`config.mk`:
```
export PLATFORM = sky130hd
export DESIGN_NAME = lane_pwr_seq
export DESIGN_NICKNAME = d
export VERILOG_FILES = /design/src/rtl/lane_pwr_pkg.sv /design/src/rtl/phase_timer.sv /design/src/rtl/lane_fsm.sv /design/src/rtl/lane_pwr_seq.sv
export SDC_FILE = /design/constraint.sdc
export NUM_CORES = 1
export LEC_CHECK = 0
export ABC_AREA = 1
export CORE_MARGIN = 2
export CORE_UTILIZATION = 25
export DETAILED_ROUTE_END_ITERATION = 12
export HOLD_SLACK_MARGIN = 0.12
export SLEW_MARGIN = 0
export SYNTH_ARGS = -nofsm -noshare
export SYNTH_HDL_FRONTEND = slang
export SYNTH_SLANG_ARGS = --single-unit
```
`constraint.sdc`:
```
create_clock -name clk -period 3 [get_ports clk]
set_input_delay 0.45 -clock clk [delete_from_list [all_inputs] [get_ports clk]]
set_output_delay 0.45 -clock clk [all_outputs]
set_load 0.02 [all_outputs]
```
`src/rtl/lane_pwr_pkg.sv`:
```
`timescale 1ns/1ps
// Shared lane state encoding for the lane power sequencer.
package lane_pwr_pkg;
    localparam int STW = 4;
    typedef enum logic [STW-1:0] {
        LS_STOP  = 4'd0,
        LS_REQ   = 4'd1,
        LS_PREP  = 4'd2,
        LS_ZERO  = 4'd3,
        LS_HS    = 4'd4,
        LS_POST  = 4'd5,
        LS_TRAIL = 4'd6,
        LS_EXIT  = 4'd7,
        LS_ULPS  = 4'd8,
        LS_WAKE  = 4'd9
    } lane_st_e;
endpackage

```
`src/rtl/phase_timer.sv`:
```
`timescale 1ns/1ps
// Phase duration timer. A load starts a phase of max(N,1) cycles, and done
// is high in the last cycle of the phase. Assumes the caller loads on entry
// to every timed phase.
module phase_timer #(
    parameter int CW = 8
) (
    input  logic          clk,
    input  logic          rst_n,
    input  logic          load,
    input  logic [CW-1:0] load_val,
    output logic          done
);
    localparam logic [CW-1:0] ONE = {{(CW-1){1'b0}}, 1'b1};

    logic [CW-1:0] rem;

    // Reload on a phase start, otherwise count down and stop at one.
    always_ff @(posedge clk) begin
        if (!rst_n)
            rem <= ONE;
        else if (load)
            rem <= (load_val == '0) ? ONE : load_val;
        else if (rem > ONE)
            rem <= rem - ONE;
    end

    assign done = (rem == ONE);

    AST_REM_NONZERO: assert property (@(posedge clk) disable iff (!rst_n)
        rem != '0);
endmodule

```
`src/rtl/lane_fsm.sv`:
```
`timescale 1ns/1ps
// One lane power state machine. It covers high-speed entry and exit with
// timed phases and the sleep/wake handshake. HAS_POST inserts a post phase
// ahead of trail (used by the clock lane). Assumes go_ok and stop_ok come
// from the partner lane.
module lane_fsm
    import lane_pwr_pkg::*;
#(
    parameter int CW       = 8,
    parameter bit HAS_POST = 1'b0
) (
    input  logic           clk,
    input  logic           rst_n,
    input  logic           hs_en,
    input  logic           ulp_en,
    input  logic           wake,
    input  logic           go_ok,
    input  logic           stop_ok,
    input  logic           byte_end,
    input  logic [CW-1:0]  t_req,
    input  logic [CW-1:0]  t_prep,
    input  logic [CW-1:0]  t_zero,
    input  logic [CW-1:0]  t_post,
    input  logic [CW-1:0]  t_trail,
    input  logic [CW-1:0]  t_exit,
    output logic [STW-1:0] st_o,
    output logic           hs_rdy
);
    lane_st_e      st, st_nxt, hs_leave_st;
    logic          tmr_load, tmr_done;
    logic [CW-1:0] tmr_val;

    // Pick the first exit phase by lane variant.
    generate
        if (HAS_POST) begin : g_post
            assign hs_leave_st = LS_POST;
        end else begin : g_nopost
            assign hs_leave_st = LS_TRAIL;
        end
    endgenerate

    // Next-state decision for the lane.
    always_comb begin
        st_nxt = st;
        case (st)
            LS_STOP:  if (hs_en && go_ok)               st_nxt = LS_REQ;
                      else if (!hs_en && ulp_en)        st_nxt = LS_ULPS;
            LS_REQ:   if (tmr_done)                     st_nxt = LS_PREP;
            LS_PREP:  if (tmr_done)                     st_nxt = LS_ZERO;
            LS_ZERO:  if (tmr_done)                     st_nxt = LS_HS;
            LS_HS:    if (!hs_en && byte_end && stop_ok) st_nxt = hs_leave_st;
            LS_POST:  if (tmr_done)                     st_nxt = LS_TRAIL;
            LS_TRAIL: if (tmr_done)                     st_nxt = LS_EXIT;
            LS_EXIT:  if (tmr_done)                     st_nxt = LS_STOP;
            LS_ULPS:  if (wake && !ulp_en)              st_nxt = LS_WAKE;
            LS_WAKE:  if (!wake)                        st_nxt = LS_STOP;
            default:                                    st_nxt = LS_STOP;
        endcase
    end

    // Select the count for a newly entered timed phase.
    always_comb begin
        tmr_load = (st_nxt != st);
        tmr_val  = '0;
        case (st_nxt)
            LS_REQ:   tmr_val = t_req;
            LS_PREP:  tmr_val = t_prep;
            LS_ZERO:  tmr_val = t_zero;
            LS_POST:  tmr_val = t_post;
            LS_TRAIL: tmr_val = t_trail;
            LS_EXIT:  tmr_val = t_exit;
            default:  tmr_load = 1'b0;
        endcase
    end

    // State register.
    always_ff @(posedge clk) begin
        if (!rst_n) st <= LS_STOP;
        else        st <= st_nxt;
    end

    phase_timer #(.CW(CW)) i_tmr (
        .clk      (clk),
        .rst_n    (rst_n),
        .load     (tmr_load),
        .load_val (tmr_val),
        .done     (tmr_done)
    );

    assign st_o   = st;
    assign hs_rdy = (st == LS_HS);

    AST_ENTRY_ORDER: assert property (@(posedge clk) disable iff (!rst_n)
        (st == LS_PREP && $past(st) != LS_PREP) |-> $past(st) == LS_REQ);
    AST_HS_LEAVE_BYTE: assert property (@(posedge clk) disable iff (!rst_n)
        ($past(st) == LS_HS && st != LS_HS) |-> ($past(byte_end) && !$past(hs_en)));
    AST_ULP_ENTRY: assert property (@(posedge clk) disable iff (!rst_n)
        (st == LS_ULPS && $past(st) != LS_ULPS) |-> ($past(st) == LS_STOP && !$past(hs_en)));
    AST_ULP_WAKE_ONLY: assert property (@(posedge clk) disable iff (!rst_n)
        ($past(st) == LS_ULPS && st != LS_ULPS) |-> (st == LS_WAKE && !$past(ulp_en)));
endmodule

```
`src/rtl/lane_pwr_seq.sv`:
```
`timescale 1ns/1ps
// Clock-lane and data-lane power sequencer. It interlocks the two lanes:
// the data lane enters high-speed only behind the clock lane, and the clock
// lane leaves high-speed only after the data lane is idle. Assumes the
// control and timing inputs are synchronous to clk.
module lane_pwr_seq
    import lane_pwr_pkg::*;
#(
    parameter int CW = 8
) (
    input  logic            clk,
    input  logic            rst_n,
    input  logic [2:0]      ck_ctrl,
    input  logic [2:0]      dat_ctrl,
    input  logic [4*CW-1:0] dat_tim,
    input  logic [CW-1:0]   dat_exit_cnt,
    input  logic [CW-1:0]   ck_prep_cnt,
    input  logic [CW-1:0]   ck_zero_cnt,
    input  logic [CW-1:0]   ck_post_cnt,
    input  logic [CW-1:0]   ck_trail_cnt,
    input  logic [CW-1:0]   ck_exit_cnt,
    input  logic            byte_end,
    output logic [STW-1:0]  ck_state,
    output logic [STW-1:0]  dat_state,
    output logic            ck_hs_rdy,
    output logic            dat_hs_rdy
);
    localparam int B_HS = 0, B_ULP = 1, B_WAKE = 2;

    logic ck_in_hs, dat_idle;

    // Cross-lane interlock terms.
    assign ck_in_hs = (ck_state == LS_HS);
    assign dat_idle = (dat_state == LS_STOP) || (dat_state == LS_ULPS) ||
                      (dat_state == LS_WAKE);

    lane_fsm #(.CW(CW), .HAS_POST(1'b1)) i_ck_lane (
        .clk      (clk),
        .rst_n    (rst_n),
        .hs_en    (ck_ctrl[B_HS]),
        .ulp_en   (ck_ctrl[B_ULP]),
        .wake     (ck_ctrl[B_WAKE]),
        .go_ok    (1'b1),
        .stop_ok  (dat_idle),
        .byte_end (1'b1),
        .t_req    (dat_tim[CW-1:0]),
        .t_prep   (ck_prep_cnt),
        .t_zero   (ck_zero_cnt),
        .t_post   (ck_post_cnt),
        .t_trail  (ck_trail_cnt),
        .t_exit   (ck_exit_cnt),
        .st_o     (ck_state),
        .hs_rdy   (ck_hs_rdy)
    );

    lane_fsm #(.CW(CW), .HAS_POST(1'b0)) i_dat_lane (
        .clk      (clk),
        .rst_n    (rst_n),
        .hs_en    (dat_ctrl[B_HS]),
        .ulp_en   (dat_ctrl[B_ULP]),
        .wake     (dat_ctrl[B_WAKE]),
        .go_ok    (ck_in_hs),
        .stop_ok  (1'b1),
        .byte_end (byte_end),
        .t_req    (dat_tim[CW-1:0]),
        .t_prep   (dat_tim[2*CW-1:CW]),
        .t_zero   (dat_tim[3*CW-1:2*CW]),
        .t_post   ({CW{1'b0}}),
        .t_trail  (dat_tim[4*CW-1:3*CW]),
        .t_exit   (dat_exit_cnt),
        .st_o     (dat_state),
        .hs_rdy   (dat_hs_rdy)
    );

    AST_DAT_BEHIND_CK: assert property (@(posedge clk) disable iff (!rst_n)
        (dat_state == LS_REQ && $past(dat_state) == LS_STOP) |-> $past(ck_state) == LS_HS);
    AST_CK_HOLDS_HS: assert property (@(posedge clk) disable iff (!rst_n)
        ($past(ck_state) == LS_HS && ck_state != LS_HS) |->
        ($past(dat_state) == LS_STOP || $past(dat_state) == LS_ULPS ||
         $past(dat_state) == LS_WAKE));
endmodule

```
==> metrics.txt <==
hold path cells=2; syn nets=550; Peak VDD IR=265 uV; FFs w/ async S/R, synth=0%; Peak Freq=439 MHz; Final Max Slew Viols=0; CP max FO=8; Tmin final=2.28 ns; Die Height=~110 microns; Final GP Congestion=0.886; clock sink count=24; flop2flop setup slack=0.72 ns; Required @ worst endpoint=between 3 and 4 ns; Avg Cell Area, Syn=about 6.0 sq um; Synth Flop Type=dfxtp_1; Inst Count DP=688; routed vias/inst=4.78; CTS buffer count=3; slack of the critical path=approximately 0.7 ns; hold buffer count at CTS=0; H-tree depth=1; fraction of layout cells with a size suffix above 1=a little over a tenth; EDFF count, synth=0; crit-path cells=inv_1 -> ha_1 -> nand2_2 -> inv_1 -> nand2_1 -> nand2_1 -> o21ai_1 -> nand2_1 -> nand3_1 -> nor2_1 -> nand3_1 -> nor2_1 -> nand2_1 -> nand2_1 -> nand2_1 -> nand2_1; hold_sp=i_ck_lane.i_tmr.rem[1]; RR Startpoint=i_dat_lane.i_tmr.rem[1]; NetSw=around 0.0017 W; Buf+Inv Stages, Crit Path=2; crit path from=i_dat_lane.i_tmr.rem[1]; actual slew at the worst max-slew pin=between 0.6 and 0.7 ns; Clock Skew=approximately 0.0034 ns; synthesis-stage register bit count=24; post-cts sizing count=0; FF+latch area=approximately 480 sq um; sequential power share=18.3%; Net Sw Frac=between 50% and 60%; FF-to-FF End=i_dat_lane.i_tmr.rem[0]; Comb pwr share=roughly 72%; IO buf count=between 90 and 100; setup TNS=0 ns; DRC errors left=0; antenna violations before repair=0; Area growth, synth to finish=43.0%; Place WS=approximately 0.51 ns; Layout Cells excl Fill=approximately 700; Hold Path End=i_ck_lane.i_tmr.rem[1]; I/O pins=99; slowest CP cell=o21ai_1; Clk pwr share=a little under a tenth; Slew HR=about three fifths; CP max stage delay=approximately 0.48 ns; via count=between 3k and 4k; Die Area=~0.012 sq mm; Pwr Density=around 800 mW/mm^2; Avg WL per Cell=13.4 microns; num rows=38; Tot Pwr=0.00312 W; crit start category=register; most numerous cell on the critical path=nand2_1; cell family with most CP delay=simple AND/OR/NAND/NOR gates; clk buf depth=2; Period Utilization, post-route=about 76%; Die Wd=between 100 and 150 microns; Detailed Place HPWL=~7700 microns; status=finished clean; vias in the first global route=about 3.2k; All-Layer GR Usage=roughly 15%; Pint=roughly 0.0014 W; Critical Path End Type=register; worst hold path class=register to register; Yosys Warn Count=0; first-pass GRT wire length=14,700 microns; CTS Root Buffer Type=clkbuf_8; Antenna Cells=0; RSZ-0062 raised after global routing=no; drt pass-1 iters=5; post-synthesis sequential area ratio=around 18%; largest net degree at the start of global routing=17; Core Region=0.0108 sq mm; area of the multi-input gates=0.00197 sq mm; grt ovf=0; P_leak=roughly 1.8 nW; fillcell total=1,173; R2R cell count=16; fin nets=~650; # Post-CTS Setup Buffers=0; post-route ant nets=0; Setup CP Type=register to register; Clk pin slew, worst setup/hold paths=0.10 ns; final WL=about 9000 microns; Post-Syn Instances=457; Arrival @ worst endpoint=around 2.5 ns; Netlist cell types=43; # setup viols final=0; Starting DRT DRC Count=~100; Hold Vio Cnt, Final=0; Final Util=a little over a third; CTS tree=yes; Maximum Capacitance Violations=0; area of the mapped netlist=0.00274 sq mm; clock insertion delay at the later pin of the skew report=around 0.27 ns; initial cell density of the core=25.4%
-- cell families (layout without fill, tap and decap cells) --
logic type / count (synthesis) / after routing / synth area share (%)
adders and majority gates: 4 / 4 / 1.82
DFF: 24 / 24 / 17.5
and+or+nand+nor: 286 / 286 / 52.4
buffers and inverters: 67 / 162 / 10.5
AOI/OAI and AO/OA: 65 / 65 / 14.2
xor gates and xnor gates: 11 / 11 / 3.51
-- cell type report --
class	count	share of cell area, %
Sequential cell	24	12.3
Inverter	59	5.90
Timing Repair Buffer	99	25.2
Clock buffer	3	1.05
Tap cell	140	4.47
Multi-Input combinational cell	366	50.4
Clock inverter	1	0.766
-- placed cells by master (no fill, tap or decap), types with 4 or more instances in the layout --
cell,n
nand3_4,5
inv_2,5
nor2_1,43
o21ai_0,16
o21ai_2,8
dfxtp_1,24
a21oi_1,18
nor3_1,5
xor2_1,8
nand4_1,16
clkdlybuf4s50_1,98
inv_1,49
nor3_2,6
o21ai_1,12
nand2_2,7
nand3_1,38
ha_1,4
nor2_2,5
nand2_1,142
nor2_4,6
-- per-layer routing --
layer  track usage, %  part of all wire [%]
met1             17.8                    42
met2             29.2                    50
met3             3.11                   6.7
met4             3.48                   1.3
met5                0                     0
-- tightest hold or removal path, stage by stage (launching register included) --
cell and delay, ns:
dfxtp_1 0.32, o21ai_1 0.14, a21oi_1 0.04
-- how the worst max path moves through the flow --
stage	slack [ns]	endpoint	cells past startpoint
after CTS	0.70	i_dat_lane.i_tmr.rem[0]	16
final	0.72	i_dat_lane.i_tmr.rem[0]	16
after global placement	0.52	i_ck_lane.i_tmr.rem[0]	16
after floorplan	0.86	i_ck_lane.i_tmr.rem[0]	17
after detailed placement	0.51	i_ck_lane.i_tmr.rem[0]	16
after global routing	0.45	i_dat_lane.i_tmr.rem[0]	16
-- flip-flops by register name, indices dropped and copies added (netlist names) --
signal and flops:
i_dat_lane.st_o 4, i_ck_lane.st_o 4, i_ck_lane.i_tmr.rem 8, i_dat_lane.i_tmr.rem 8
-- through the flow --
stage,instance area (sq um),hold slack [ns]
2_1_floorplan,2740,0.489
3_3_place_gp,3850,0.514
3_5_place_dp,3850,0.518
4_1_cts,3920,0.536
5_1_grt,3920,0.553
6_report,3920,0.539
-- cells in the mapped netlist, types with 2 or more instances --
| library cell | number | area share, % |
|---|---|---|
| nand2_1 | 142 | 19 |
| nor2_8 | 2 | 1.5 |
| nor3_1 | 5 | 0.91 |
| nand3_2 | 2 | 0.73 |
| buf_6 | 2 | 0.82 |
| nand2_4 | 3 | 1.2 |
| nand3_1 | 38 | 6.9 |
| a21oi_1 | 18 | 3.3 |
| buf_2 | 3 | 0.55 |
| xnor2_1 | 3 | 0.96 |
| and3_1 | 2 | 0.46 |
| nor2_1 | 43 | 5.9 |
| nand2_2 | 7 | 1.6 |
| o21ai_1 | 12 | 2.2 |
| nor4_1 | 2 | 0.46 |
| o21a_1 | 2 | 0.55 |
| nand4_1 | 16 | 3.6 |
| o21ai_2 | 8 | 2.6 |
| inv_2 | 5 | 0.68 |
| dfxtp_1 | 24 | 18 |
| ha_1 | 4 | 1.8 |
| nor3_2 | 6 | 2.2 |
| inv_4 | 2 | 0.46 |
| nor2_2 | 5 | 1.1 |
| nand3_4 | 5 | 3.2 |
| nor2_4 | 6 | 2.5 |
| xor2_1 | 8 | 2.6 |
| o211ai_1 | 2 | 0.55 |
| buf_4 | 2 | 0.55 |
| clkinv_1 | 2 | 0.27 |
| inv_1 | 49 | 6.7 |
| o21ai_0 | 16 | 2.9 |
-- power by group through the flow --
stage	logic [W]	clock network, W	registers (W)
finish	0.00225	0.000294	0.000571
global route	0.00252	0.000312	0.000582
CTS	0.00224	0.000304	0.000568
detailed placement	0.00223	0	0.000573
global placement	0.00221	0	0.000571
floorplan	0.00175	0	0.000544
Note: power is estimated with default switching activity, not from simulation.
